$ cat config.mk
export PLATFORM = sky130hd
export DESIGN_NAME = evt_irq_ctrl
export DESIGN_NICKNAME = d
export VERILOG_FILES = /design/src/rtl/irqf_pkg.sv /design/src/rtl/irqf_flag_bank.sv /design/src/rtl/irqf_regs.sv /design/src/rtl/irqf_pin_seq.sv /design/src/rtl/evt_irq_ctrl.sv
export SDC_FILE = /design/constraint.sdc
export NUM_CORES = 1
export LEC_CHECK = 0
export ABC_AREA = 1
export BUFFER_PORTS_ARGS = -buffer_cell sky130_fd_sc_hd__clkbuf_2
export CAP_MARGIN = 20
export CORE_UTILIZATION = 55
export DETAILED_ROUTE_END_ITERATION = 16
export PLACE_DENSITY = 0.8
export SYNTH_ARGS = -nofsm -noshare
export SYNTH_HDL_FRONTEND = slang
export SYNTH_SLANG_ARGS = --single-unit
$ cat constraint.sdc
create_clock -name clk -period 3.87 [get_ports clk]
set_clock_uncertainty 0.15 [all_clocks]
set_input_delay 0.5805 -clock clk [delete_from_list [all_inputs] [get_ports clk]]
set_output_delay 0.5805 -clock clk [all_outputs]
set_load 0.01 [all_outputs]
$ cat src/rtl/irqf_pkg.sv
package irqf_pkg;

    localparam int unsigned NSRC   = 3;
    localparam int unsigned CTRL_W = NSRC + 2;

    localparam int unsigned SRC_WDOG  = 0;
    localparam int unsigned SRC_ALARM = 1;
    localparam int unsigned SRC_PFAIL = 2;

    typedef enum logic [1:0] {
        PIN_IDLE,
        PIN_LEVEL,
        PIN_PULSE,
        PIN_SPENT
    } pin_state_e;

    typedef enum logic [2:0] {
        ACC_NONE,
        ACC_FLAG_RD,
        ACC_CTRL_RD,
        ACC_CTRL_WR,
        ACC_OTHER
    } acc_e;

    typedef struct packed {
        logic            pulse_mode;
        logic            act_high;
        logic [NSRC-1:0] en;
    } irq_ctrl_t;

endpackage

$ cat src/rtl/irqf_flag_bank.sv
module irqf_flag_bank
    import irqf_pkg::*;
(
    input  logic            clk,
    input  logic            rst_n,
    input  logic            armed,
    input  logic [NSRC-1:0] stb,
    input  logic            rd_clr,
    output logic [NSRC-1:0] flags_o
);

    for (genvar i = 0; i < NSRC; i++) begin : g_flag
        logic bit_q;

        always_ff @(posedge clk or negedge rst_n) begin
            if (!rst_n) begin
                bit_q <= 1'b0;
            end else if (armed && stb[i]) begin
                bit_q <= 1'b1;
            end else if (rd_clr) begin
                bit_q <= 1'b0;
            end
        end

        assign flags_o[i] = bit_q;
    end

    AST_CLEAR_ON_READ: assert property (@(posedge clk) disable iff (!rst_n)
        (rd_clr && stb == '0) |=> (flags_o == '0)) else $error("flags survived read");

    AST_EVENT_KEPT: assert property (@(posedge clk) disable iff (!rst_n)
        (armed && stb != '0) |=> ((flags_o & $past(stb)) == $past(stb))) else $error("event lost");

    AST_UNARMED_NOSET: assert property (@(posedge clk) disable iff (!rst_n)
        !armed |=> ((flags_o & ~$past(flags_o)) == '0)) else $error("flag set when unarmed");

endmodule

$ cat src/rtl/irqf_regs.sv
module irqf_regs
    import irqf_pkg::*;
#(
    parameter int unsigned ADDR_W    = 15,
    parameter int unsigned DATA_W    = 8,
    parameter logic [ADDR_W-1:0] FLAG_ADDR = 15'h7FF0,
    parameter logic [ADDR_W-1:0] CTRL_ADDR = 15'h7FF6
) (
    input  logic              clk,
    input  logic              rst_n,
    input  logic              sel,
    input  logic              wr,
    input  logic [ADDR_W-1:0] addr,
    input  logic [DATA_W-1:0] wdata,
    input  logic [NSRC-1:0]   flags,
    output logic              rd_clr,
    output irq_ctrl_t         ctrl_o,
    output logic [DATA_W-1:0] rdata
);

    localparam int unsigned PAD_W = DATA_W - NSRC;

    acc_e              acc;
    logic [DATA_W-1:0] ctrl_q;

    always_comb begin
        if (!sel) begin
            acc = ACC_NONE;
        end else if (addr == FLAG_ADDR && !wr) begin
            acc = ACC_FLAG_RD;
        end else if (addr == CTRL_ADDR) begin
            acc = wr ? ACC_CTRL_WR : ACC_CTRL_RD;
        end else begin
            acc = ACC_OTHER;
        end
    end

    assign rd_clr = (acc == ACC_FLAG_RD);
    assign ctrl_o = irq_ctrl_t'(ctrl_q[CTRL_W-1:0]);

    always_ff @(posedge clk or negedge rst_n) begin
        if (!rst_n) begin
            ctrl_q <= '0;
            rdata  <= '0;
        end else begin
            rdata <= '0;
            unique case (acc)
                ACC_FLAG_RD: rdata  <= {{PAD_W{1'b0}}, flags};
                ACC_CTRL_RD: rdata  <= ctrl_q;
                ACC_CTRL_WR: ctrl_q <= wdata;
                ACC_NONE, ACC_OTHER: ;
                default: ;
            endcase
        end
    end

    AST_CTRL_HOLD: assert property (@(posedge clk) disable iff (!rst_n)
        !(sel && wr && addr == CTRL_ADDR) |=> $stable(ctrl_o)) else $error("ctrl changed");

    AST_RDATA_IDLE: assert property (@(posedge clk) disable iff (!rst_n)
        !sel |=> (rdata == '0)) else $error("rdata not zero");

endmodule

$ cat src/rtl/irqf_pin_seq.sv
module irqf_pin_seq
    import irqf_pkg::*;
#(
    parameter int unsigned PULSE_CYCLES = 16
) (
    input  logic clk,
    input  logic rst_n,
    input  logic armed,
    input  logic req,
    input  logic rd_clr,
    input  logic pulse_mode,
    input  logic act_high,
    input  logic vcc_ok,
    output logic irq_o,
    output logic irq_oe
);

    localparam int unsigned CNT_W = (PULSE_CYCLES < 2) ? 1 : $clog2(PULSE_CYCLES);
    localparam logic [CNT_W-1:0] LAST = CNT_W'(PULSE_CYCLES - 1);

    pin_state_e       state, state_nxt;
    logic [CNT_W-1:0] cnt;
    logic             drive_act;

    always_ff @(posedge clk or negedge rst_n) begin
        if (!rst_n) begin
            state <= PIN_IDLE;
        end else begin
            state <= state_nxt;
        end
    end

    always_comb begin
        state_nxt = state;
        if (!armed || rd_clr) begin
            state_nxt = PIN_IDLE;
        end else begin
            unique case (state)
                PIN_IDLE:  if (req) state_nxt = pulse_mode ? PIN_PULSE : PIN_LEVEL;
                PIN_LEVEL: if (!req) state_nxt = PIN_IDLE;
                PIN_PULSE: begin
                    if (!req) begin
                        state_nxt = PIN_IDLE;
                    end else if (cnt == LAST) begin
                        state_nxt = PIN_SPENT;
                    end
                end
                PIN_SPENT: if (!req) state_nxt = PIN_IDLE;
                default:   state_nxt = PIN_IDLE;
            endcase
        end
    end

    always_ff @(posedge clk or negedge rst_n) begin
        if (!rst_n) begin
            cnt <= '0;
        end else if (state == PIN_PULSE && state_nxt == PIN_PULSE) begin
            cnt <= cnt + 1'b1;
        end else begin
            cnt <= '0;
        end
    end

    always_comb begin
        drive_act = (state == PIN_LEVEL) || (state == PIN_PULSE);
        if (act_high) begin
            irq_o  = drive_act && vcc_ok;
            irq_oe = 1'b1;
        end else begin
            irq_o  = 1'b0;
            irq_oe = drive_act;
        end
    end

    AST_NO_REQ_NO_DRIVE: assert property (@(posedge clk) disable iff (!rst_n)
        (state == PIN_IDLE && !req) |=> !drive_act) else $error("drive without request");

    AST_OD_LOW_ONLY: assert property (@(posedge clk) disable iff (!rst_n)
        !act_high |-> !irq_o) else $error("open-drain drove high");

    AST_PP_SUPPLY: assert property (@(posedge clk) disable iff (!rst_n)
        (act_high && !vcc_ok) |-> !irq_o) else $error("high without supply");

    AST_PULSE_BOUND: assert property (@(posedge clk) disable iff (!rst_n)
        cnt <= LAST) else $error("pulse counter overran");

    AST_NO_RETRIGGER: assert property (@(posedge clk) disable iff (!rst_n)
        (state == PIN_SPENT && req && armed && !rd_clr) |=> !drive_act) else $error("pulse retriggered");

    AST_READ_DROPS: assert property (@(posedge clk) disable iff (!rst_n)
        rd_clr |=> !drive_act) else $error("read did not drop line");

    AST_UNARMED_QUIET: assert property (@(posedge clk) disable iff (!rst_n)
        !armed |=> !drive_act) else $error("drive while unarmed");

endmodule

$ cat src/rtl/evt_irq_ctrl.sv
module evt_irq_ctrl
    import irqf_pkg::*;
#(
    parameter int unsigned CLK_HZ    = 125_000_000,
    parameter int unsigned PULSE_MS  = 200,
    parameter int unsigned ADDR_W    = 15,
    parameter int unsigned DATA_W    = 8,
    parameter logic [ADDR_W-1:0] FLAG_ADDR = 15'h7FF0,
    parameter logic [ADDR_W-1:0] CTRL_ADDR = 15'h7FF6
) (
    input  logic              clk,
    input  logic              rst_n,
    input  logic              bus_sel,
    input  logic              bus_wr,
    input  logic [ADDR_W-1:0] bus_addr,
    input  logic [DATA_W-1:0] bus_wdata,
    output logic [DATA_W-1:0] bus_rdata,
    input  logic              evt_wdog,
    input  logic              evt_alarm,
    input  logic              evt_pfail,
    input  logic              on_backup,
    input  logic              recall_done,
    input  logic              vcc_ok,
    output logic              irq_o,
    output logic              irq_oe
);

    localparam int unsigned PULSE_CYCLES = (CLK_HZ / 1000) * PULSE_MS;

    logic            armed;
    logic [NSRC-1:0] stb;
    logic [NSRC-1:0] flags;
    logic            rd_clr;
    logic            req;
    irq_ctrl_t       ctrl;

    assign armed            = recall_done && !on_backup;
    assign stb[SRC_WDOG]    = evt_wdog;
    assign stb[SRC_ALARM]   = evt_alarm;
    assign stb[SRC_PFAIL]   = evt_pfail;
    assign req              = |(flags & ctrl.en);

    irqf_flag_bank u_flags (
        .clk     (clk),
        .rst_n   (rst_n),
        .armed   (armed),
        .stb     (stb),
        .rd_clr  (rd_clr),
        .flags_o (flags)
    );

    irqf_regs #(
        .ADDR_W    (ADDR_W),
        .DATA_W    (DATA_W),
        .FLAG_ADDR (FLAG_ADDR),
        .CTRL_ADDR (CTRL_ADDR)
    ) u_regs (
        .clk    (clk),
        .rst_n  (rst_n),
        .sel    (bus_sel),
        .wr     (bus_wr),
        .addr   (bus_addr),
        .wdata  (bus_wdata),
        .flags  (flags),
        .rd_clr (rd_clr),
        .ctrl_o (ctrl),
        .rdata  (bus_rdata)
    );

    irqf_pin_seq #(
        .PULSE_CYCLES (PULSE_CYCLES)
    ) u_pin (
        .clk        (clk),
        .rst_n      (rst_n),
        .armed      (armed),
        .req        (req),
        .rd_clr     (rd_clr),
        .pulse_mode (ctrl.pulse_mode),
        .act_high   (ctrl.act_high),
        .vcc_ok     (vcc_ok),
        .irq_o      (irq_o),
        .irq_oe     (irq_oe)
    );

    AST_MASKED_QUIET: assert property (@(posedge clk) disable iff (!rst_n)
        ($past(ctrl.en) == '0 && ctrl.en == '0 && !ctrl.act_high) |-> !irq_oe) else $error("masked source drove line");

endmodule

==> flow_summary_export.csv <==
group,metric,value,unit
clock_tree,clk_latency,300,ps
setup_path,crit_required,3920,ps
floorplanning,design.die.area,4970,sq um
global_routing,antenna_found_initial,0,
synthesis,synth_area_per_cell,8.41,sq um
synthesis,netlist_area,2580,sq um
placed_design,dp_hpwl,3560,um
global_routing,grt_max_degree,47,
floorplanning,start_util,0.581,
timing,worst_slew_pin_slew,680,ps
final_layout,final_design_area_no_fill,2940,sq um
route,final_antenna_net_count,0,
global_routing,grt_use_total,0.220,
clock_tree,cts.path.max_buffers,2,
placed_design,place_congestion,0.848,
setup_path,r2r_slack,1620,ps
floorplanning,dieWidth,70.5,um
setup_path,cpMaxStageDelayCell,"dfrtp_1",
synthesis,yosys.area.top_type_share,0.446,
clock_tree,cts.htree.levels,2,
setup_path,reg2reg_from,"u_pin.state[1]$_DFF_PN0_",
route,drc,0,
clock_tree,cts_sinks,46,
final_layout,drive_gt1_frac,0.256,
setup_path,crit_arrival,2300,ps
final_layout,fill_cells,387,
final_layout,diodes,0,
power_and_ir_drop,irDropWorstVdd,0.000165,V
synthesis,yosysSeqAreaShare,0.446,
timing,grt_setup_unrepaired,"no",
synthesis,synth_top_area_cell,"dfrtp_1",
status,status,"completed",
placed_design,port_buffers,42,
synthesis,synth.most_common_cell,"nand2_1",
clock_tree,clkTransAtPathRegs,80,ps
timing,max_freq,445,MHz
synthesis,ys_top_cells_by_area,"dfrtp_1 (45%), nand2_1 (8.7%), nor3_2 (7.4%)",
setup_path,crit_fanout,25,
final_layout,stdcell_count,404,
final_layout,final_nets,390,
route,drtIter0Drc,75,
power_and_ir_drop,total_power,873,uW
synthesis,synthCells,307,
setup_path,max_stage_delay,380,ps
timing,final-hold-violation-count,0,
synthesis,synth.distinct_cells,26,
synthesis,syn_nets,345,
route,dr.pass1.iters,4,
final_layout,area_growth,13.9,%
setup_path,worst_r2r_endpoint,"u_pin.cnt[0]$_DFF_PN0_",
setup_path,r2r_cells,10,
timing,maxSlewHeadroom,0.545,
timing,setup_slack,1620,ps
route,vias,2058,
synthesis,synth_edf_count,0,
floorplanning,rows,24,
clock_tree,clk_root_buffer_cell,"clkbuf_8",
clock_tree,cts_setup_buffers,0,
timing,slew_violations,0,
route,wl_per_cell,12.0,um
setup_path,path_class,"flip-flop to flip-flop",
clock_tree,hold_buffers,0,
synthesis,synth_commonest_cells,"nand2_1 (60), dfrtp_1 (46), inv_1 (41)",
clock_tree,numCtsBuffers,5,
setup_path,crit_path_end_kind,"flip-flop",
floorplanning,io_pins,43,
setup_path,cp-start-kind,"flip-flop",
floorplanning,fp.dieH,70.5,um
timing,setup_viol,0,
clock_tree,ctsResizeCount,0,
setup_path,cpMostUsedCell,"nand2_1",
floorplanning,core-area,4440,sq um
synthesis,synth_seq_cells,46,
route,routed_wl,4830,um
global_routing,grt.overflow.total,0,
timing,finalCritPeriodShare,0.581,
timing,fin_crit,2250,ps
timing,setup_tns,0,ps
global_routing,grt_pass1_wl,8540,um
placed_design,postPlaceCellArea,2810,sq um
hold_path,hp-class,"primary input to async pin",
clock_tree,cts_tree,"done",
route,drt-vias-per-instance,5.09,
synthesis,ys_warn_count,0,
placed_design,dpl.cell_count,396,
flow_run,drv_cap,0,
synthesis,synthFlopType,"dfrtp_1",
power_and_ir_drop,power.density,297,nW/um^2
placed_design,place_ws,1550,ps
synthesis,async_flop_share,1.00,
global_routing,grt_pass1_vias,2028,
power_and_ir_drop,p_leak,0.00133,uW
setup_path,path_cells,"inv_1, ha_1, or2_0, o21ai_0, nor2_1, nand2_1, nand2_1, nand2_1, nand2_2, nor3_1",
==> sequential cells by signal, indices dropped and copies added (netlist names) <==
register,cells
u_flags.g_flag.bit_q,3
u_pin.state,2
u_regs.rdata,8
u_regs.ctrl_q,8
u_pin.cnt,25
==> report_power, final <==
| part | internal, uW | leakage [uW] | switching, uW |
|---|---|---|---|
| Sequential | 480 | 0.000601 | 0.0226 |
| Combinational | 15.4 | 0.000676 | 17.6 |
| Clock | 207 | 0.0000573 | 154 |
==> routing by layer <==
metal	global-route usage	share of wire	vias up
met2	0.386	0.50	44
li1	-	-	1053
met4	0.0998	0.022	0
met1	0.258	0.44	952
met3	0.0476	0.038	9
met5	0	0	-
==> cells by family (layout without fill, tap and decap cells) <==
family	count (synthesis)	count (layout)	share of synthesized area
DFF	46	46	0.446
AOI/OAI and AO/OA	20	20	0.0397
adders and majority gates	5	5	0.0242
buffers and inverters	48	93	0.0814
and+or+nand+nor	168	168	0.341
xor gates and xnor gates	20	20	0.0678
==> layout by cell type, fill, tap and decap left out, drive strengths merged, types with 9 or more instances in the layout <==
master	n
nand4	9
xor2	14
o21ai	13
nor3	32
clkbuf	48
inv	43
nand3	10
nor2	47
dfrtp	46
nand2	67
==> worst max-delay path: cells and delay by family (launching register included) <==
kind	cells	cell delay (ps)
compound gates	1	220
flops	1	380
buf+inv	1	100
fa+ha+maj	1	180
simple gates	7	1120
==> through the flow <==
| step | utilization | hold WS [ps] |
|---|---|---|
| floorplan | - | 135 |
| global placement | 0.632 | 321 |
| detailed placement | 0.632 | 332 |
| CTS | 0.657 | 332 |
| global route | 0.662 | 111 |
| finish | 0.662 | 87.1 |
==> how the worst max path moves through the flow <==
stage | from | end | slack (ps)
after floorplan | u_pin.state[1]$_DFF_PN0_ | u_pin.cnt[4]$_DFF_PN0_ | 2080
after global placement | bus_addr[14] | u_pin.cnt[24]$_DFF_PN0_ | 1670
after detailed placement | bus_addr[3] | u_pin.cnt[0]$_DFF_PN0_ | 1550
after CTS | u_pin.state[1]$_DFF_PN0_ | u_pin.cnt[0]$_DFF_PN0_ | 1590
after global routing | u_pin.state[1]$_DFF_PN0_ | u_pin.cnt[4]$_DFF_PN0_ | 1310
final | u_pin.state[1]$_DFF_PN0_ | u_pin.cnt[0]$_DFF_PN0_ | 1620
==> cell type report <==
cell class / count / area (sq um) / share of cell area
multi-input combinational: 213 / 1220 / 0.415
sequential: 46 / 1150 / 0.391
timing repair buffer: 43 / 230 / 0.0783
inverter: 43 / 161 / 0.0549
clock buffer: 6 / 82.6 / 0.0281
tap: 52 / 65.1 / 0.0221
clock inverter: 1 / 30.0 / 0.0102
(Power assumes the default switching activity.)
